File: src/rtl/rst_hold_meter_pkg.sv
package rst_hold_meter_pkg;
  localparam int REG_W = 32;
  localparam int CLR_BIT = 31;

  typedef struct packed {
    logic incr;   // pin sampled low this cycle
    logic clr;    // clear request from register write
    logic thrWr;  // threshold load
  } holdStrb_t;
endpackage

File: src/rtl/rst_hold_sync.sv
module rst_hold_sync #(
  parameter int STAGES = 2
) (
  input  logic clk,
  input  logic porRstN,
  input  logic asyncIn,
  output logic syncOut
);
  logic [STAGES-1:0] stageQ;

  always_ff @(posedge clk or negedge porRstN) begin
    if (!porRstN) stageQ <= '1;
    else          stageQ <= {stageQ[STAGES-2:0], asyncIn};
  end

  assign syncOut = stageQ[STAGES-1];
endmodule

File: src/rtl/rst_hold_ctrl.sv
module rst_hold_ctrl
  import rst_hold_meter_pkg::*;
(
  input  logic      holdSyncN,
  input  logic      wrEn,
  input  logic      addr,
  input  logic      clrBit,
  output holdStrb_t strb
);
  always_comb begin
    strb.incr  = ~holdSyncN;
    strb.clr   = wrEn & ~addr & clrBit;
    strb.thrWr = wrEn & addr;
  end
endmodule

File: src/rtl/rst_hold_datapath.sv
module rst_hold_datapath
  import rst_hold_meter_pkg::*;
#(
  parameter int CNT_W      = 29,
  parameter bit HAS_THRESH = 1'b1
) (
  input  logic             clk,
  input  logic             porRstN,
  input  holdStrb_t        strb,
  input  logic             addr,
  input  logic [CNT_W-1:0] thrData,
  output logic [CNT_W-1:0] countVal,
  output logic [CNT_W-1:0] thrVal,
  output logic             thresholdMet,
  output logic [REG_W-1:0] rdData
);
  localparam logic [CNT_W-1:0] CNT_MAX = '1;

  logic [CNT_W-1:0] countQ;
  logic             atMax;

  assign atMax = (countQ == CNT_MAX);

  always_ff @(posedge clk or negedge porRstN) begin
    if (!porRstN)                 countQ <= '0;
    else if (strb.clr)            countQ <= '0;
    else if (strb.incr && !atMax) countQ <= countQ + 1'b1;
  end

  assign countVal = countQ;

  generate
    if (HAS_THRESH) begin : g_thr
      logic [CNT_W-1:0] thrQ;
      always_ff @(posedge clk or negedge porRstN) begin
        if (!porRstN)        thrQ <= CNT_MAX;
        else if (strb.thrWr) thrQ <= thrData;
      end
      assign thrVal       = thrQ;
      assign thresholdMet = (countQ >= thrQ);
    end else begin : g_noThr
      logic unusedThr;
      assign unusedThr    = strb.thrWr ^ (^thrData);
      assign thrVal       = '0;
      assign thresholdMet = 1'b0;
    end
  endgenerate

  always_comb begin
    rdData = '0;
    rdData[CNT_W-1:0] = addr ? thrVal : countQ;
  end
endmodule

File: src/rtl/rst_hold_meter.sv
module rst_hold_meter
  import rst_hold_meter_pkg::*;
#(
  parameter int CNT_W       = 29,
  parameter bit HAS_THRESH  = 1'b1,
  parameter int SYNC_STAGES = 2
) (
  input  logic             clk,
  input  logic             porRstN,
  input  logic             holdPinN,
  input  logic             wrEn,
  input  logic             addr,
  input  logic [REG_W-1:0] wrData,
  output logic [REG_W-1:0] rdData,
  output logic             thresholdMet
);
  logic             holdSyncN;
  holdStrb_t        strb;
  logic [CNT_W-1:0] countVal;
  logic [CNT_W-1:0] thrVal;

  generate
    if (CNT_W < REG_W - 1) begin : g_spare
      logic unusedWrBits;
      assign unusedWrBits = ^wrData[REG_W-2:CNT_W];
    end
  endgenerate

  rst_hold_sync #(.STAGES(SYNC_STAGES)) u_sync (
    .clk     (clk),
    .porRstN (porRstN),
    .asyncIn (holdPinN),
    .syncOut (holdSyncN)
  );

  rst_hold_ctrl u_ctrl (
    .holdSyncN (holdSyncN),
    .wrEn      (wrEn),
    .addr      (addr),
    .clrBit    (wrData[CLR_BIT]),
    .strb      (strb)
  );

  rst_hold_datapath #(.CNT_W(CNT_W), .HAS_THRESH(HAS_THRESH)) u_dp (
    .clk          (clk),
    .porRstN      (porRstN),
    .strb         (strb),
    .addr         (addr),
    .thrData      (wrData[CNT_W-1:0]),
    .countVal     (countVal),
    .thrVal       (thrVal),
    .thresholdMet (thresholdMet),
    .rdData       (rdData)
  );
endmodule

File: config.mk
export PLATFORM = sky130hd
export DESIGN_NAME = rst_hold_meter
export DESIGN_NICKNAME = d
export VERILOG_FILES = /design/src/rtl/rst_hold_meter_pkg.sv /design/src/rtl/rst_hold_sync.sv /design/src/rtl/rst_hold_ctrl.sv /design/src/rtl/rst_hold_datapath.sv /design/src/rtl/rst_hold_meter.sv
export SDC_FILE = /design/constraint.sdc
export NUM_CORES = 1
export LEC_CHECK = 0
export BUFFER_PORTS_ARGS = -buffer_cell sky130_fd_sc_hd__clkbuf_2
export CAP_MARGIN = 15
export CORE_MARGIN = 2
export CORE_UTILIZATION = 40
export DETAILED_ROUTE_END_ITERATION = 6
export PLACE_DENSITY = 0.68
export SYNTH_ARGS = -nofsm -noshare
export SYNTH_HDL_FRONTEND = slang
export SYNTH_SLANG_ARGS = --single-unit
File: constraint.sdc
create_clock -name clk -period 2.2 [get_ports clk]
set_input_delay 0.33 -clock clk [delete_from_list [all_inputs] [get_ports clk]]
set_output_delay 0.33 -clock clk [all_outputs]
set_load 0.01 [all_outputs]
==> summary.md <==
| Metric | Value |
|---|---|
| RR Startpoint | `u_dp.countVal[18]$_DFFE_PN0P_` |
| Critical-path top delay cell | `dfstp_2` |
| Inst Count DP | `629` |
| CTS Buffer Depth | `2` |
| Ports | `70` |
| Htree depth | `3` |
| Max Fanout on Critical Path | `2` |
| Post-route DRC | `0` |
| Finish-stage setup viols | `1` |
| 1st-iter DRT viols | `145` |
| # rows | `36` |
| Primary FF master, synth | `dfstp_2` |
| Vias/cell | `5.16` |
| Buf/Inv on CP | `3` |
| Register bit total from synthesis | `60` |
| Worst hold path type | `in2reg` |
| Distinct cell type count after synthesis | `52` |
| Root buffer cell | `clkbuf_8` |
| P_int | `2.29 mW` |
| Min Tclk post-route | `2.67 ns` |
| Worst path cell trace | `inv_1 > ha_1 > nand4_1 > buf_4 > nor3_1 > a211o_1 > a311oi_2 > a31oi_1 > buf_2` |
| Metal-1 WL | `4060 µm` |
| Slew Viols, Final | `0` |
| Final setup margin | `-0.473 ns` |
| Global-route wire length before repair | `15,400 µm` |
| HP Start | `holdPinN` |
| Count of max-cap constraint violations | `0` |
| CP peak stage delay | `0.53 ns` |
| Initial antenna violation count | `0` |
| Crit Reg-Reg Endpoint | `u_dp.countVal[17]$_DFFE_PN0P_` |
| WL met3 | `294 µm` |
| IO Port Bufs | `64` |
| Final Cycle Share | `121%` |
| Cell family with most CP delay | `compound AO/OA/AOI/OAI gates` |
| Least-Margin Pin Slew | `0.611 ns` |
| Skew final | `0.0102 ns` |
| Num CTS Buffers | `9` |
| Power per standard cell area | `636 nW/µm²` |
| Area delta synth->final | `31.6%` |
| CTS tree | `done` |
| Ant. Diodes | `0` |
| Yosys top cell area share | `20.7%` |
| Critical path startpoint category | `register` |
| Largest area contributor in the netlist | `dfstp_2` |
| Seq/Total Area, Yosys | `39.2%` |
| Die footprint | `10,600 µm²` |
| R2r setup slk | `0.16 ns` |
| Status | `complete, but fails checks` |
| Initial Utilization | `40.7%` |
| Dpl hpwl | `7270 µm` |
| Ys async rst share | `100%` |
| EDFF count, synth | `0` |
| Worst Reg-to-Reg Cells | `6` |
| Reg clk slew, reported paths | `0.06 ns` |
| Die extent in y | `103 µm` |
| Detailed-route via count | `3,335` |
| FMAX | `374 MHz` |
| Detailed Routing Iterations Pass 1 | `4` |
| Total track usage | `18.8%` |
| Top layer reached by signal wires | `met4` |
| Largest net degree at the start of global routing | `39` |
| Flop pwr share | `41.9%` |
| Final #Nets | `575` |
| NetSw | `0.993 mW` |
| Largest cells by area after synthesis | `dfstp_2 (21%), dfrtp_1 (18%), mux2_2 (16%), ha_1 (9.6%), a21oi_1 (3.1%)` |
| Yosys warns | `0` |
| Failing checks | `negative setup slack` |
| Gate Count Post-Synth | `386` |
| Sw Ratio | `30.2%` |
| Clock share of power | `28.5%` |
| LEAKAGE | `2.50 nW` |
| Hold Path Depth | `1` |
| Die width | `103 µm` |
| Syn_area_per_cell | `10.2 µm²` |
| Slew HR | `59.2%` |
| Wire per inst | `14.8 µm` |
| Non-Filler Instances | `646` |
| Arr. time, crit path | `2.34 ns` |
| CP Data Required Time | `1.87 ns` |
| Critical path type | `reg2out` |
| Worst vdd ir | `0.000415 V` |
| CP endpoint kind | `output port` |
| Drt total wl | `9560 µm` |
| Clock latency on the worst-skew pair | `0.35 ns` |
| CORE AREA | `9640 µm²` |
| Overflow after GRT | `0` |
| Ratio of cells with drive above 1 in the final layout | `49.3%` |
| CTS sink count | `60` |
| Hold Path End | `u_sync.stageQ[0]$_DFF_PN1_` |
| Commonest cells after routing, fill and taps aside | `clkbuf_2 (63), buf_4 (61), mux2_2 (56)` |
| Post-route ant nets | `0` |
| DR WL met2 | `5000 µm` |
| Most common cell after layout, fill and taps aside | `clkbuf_2` |
| Synth Cell Area | `3930 µm²` |
| Fraction of power consumed by combinational cells | `29.7%` |
| GP Congestion | `0.899` |
| Pwr Total | `3.29 mW` |
| RSZ-0062 raised after global routing | `yes` |
| Hold Vio Cnt, Final | `0` |
| Vias in the first global route | `3,333` |
## registers in the layout (all words and copies together) (netlist names)
signal and cells:
u_dp.countVal 29, u_dp.thrVal 29, u_sync.stageQ 2
## per-stage QoR
step / setup WS (ns) / TNS [ns] / hold slack [ns] / util, % / area (µm²)
after floorplan: 0.118 / 0 / 0.0344 / - / 3930
after global placement: -0.272 / -0.272 / 0.348 / 49.9 / 4810
after detailed placement: -0.319 / -0.319 / 0.359 / 49.9 / 4810
after CTS: -0.459 / -0.459 / 0.0500 / 53.1 / 5120
after global routing: -0.578 / -0.578 / 0.0585 / 53.6 / 5170
final: -0.473 / -0.473 / 0.0614 / 53.6 / 5170
## cell families (layout without fill, tap and decap cells)
logic type	after synthesis	in the layout	synth area share (%)
DFF	60	60	39.2
and+or+nand+nor	114	114	16.7
AOI/OAI and AO/OA	63	63	9.66
xor gates and xnor gates	4	4	0.892
adders and majority gates	30	30	9.56
other	1	3	0.0955
buffers and inverters	50	175	5.74
muxes	64	64	18.1
## Yosys cell counts, types with 5 or more instances
library cell  count
mux2i_1           8
a21oi_1          24
and4_1            5
o31ai_1           5
o21ai_0          17
nand2b_1          6
dfstp_2          31
and3_1            6
nand2_1          29
nand4_1          14
inv_1            31
mux2_2           56
or3_1            11
nor2_1           10
clkbuf_1          9
dfrtp_1          29
nand3_1           7
ha_1             30
## worst max path at each step
stage,from,to,slack (ns),cells after the start
CTS,u_dp.thrVal[17]$_DFFE_PN1P_,thresholdMet,-0.46,9
global placement,u_dp.thrVal[18]$_DFFE_PN1P_,thresholdMet,-0.27,9
global route,u_dp.thrVal[28]$_DFFE_PN1P_,thresholdMet,-0.58,9
floorplan,u_dp.thrVal[28]$_DFFE_PN1P_,thresholdMet,0.12,7
detailed placement,u_dp.thrVal[18]$_DFFE_PN1P_,thresholdMet,-0.32,9
finish,u_dp.thrVal[17]$_DFFE_PN1P_,thresholdMet,-0.47,9
## layer usage
metal  GRT usage (%)  up-vias
li1                -     1644
met1            22.9     1618
met2            33.1       58
met3            2.78       15
met4            7.89        0
met5               0        -
## power groups by stage
stage / Clock [mW] / Sequential (mW) / Combinational (mW)
floorplan: 0 / 1.38 / 0.491
global placement: 0 / 1.38 / 0.894
global route: 0.994 / 1.39 / 1.10
CTS: 0.956 / 1.37 / 0.973
finish: 0.935 / 1.38 / 0.975
detailed placement: 0 / 1.39 / 0.926
## cell type report
| type | count | area (µm²) |
|---|---|---|
| fillers | 887 | 4470 |
| well taps | 133 | 166 |
| clock inverters | 2 | 10.0 |
| flip-flops and latches | 60 | 1540 |
| inverters | 31 | 116 |
| clock buffers | 14 | 173 |
| multi-input cells | 278 | 2330 |
| repair buffers | 128 | 828 |
## what timing repair did
action,CTS,global route
hold buffers,1,0
endpoints found under the hold margin,3,0
buffers inserted,1,0
resized for setup,13,8
pin swaps,9,2
endpoints found under the setup margin,1,4
Note: power is estimated with default switching activity, not from simulation.
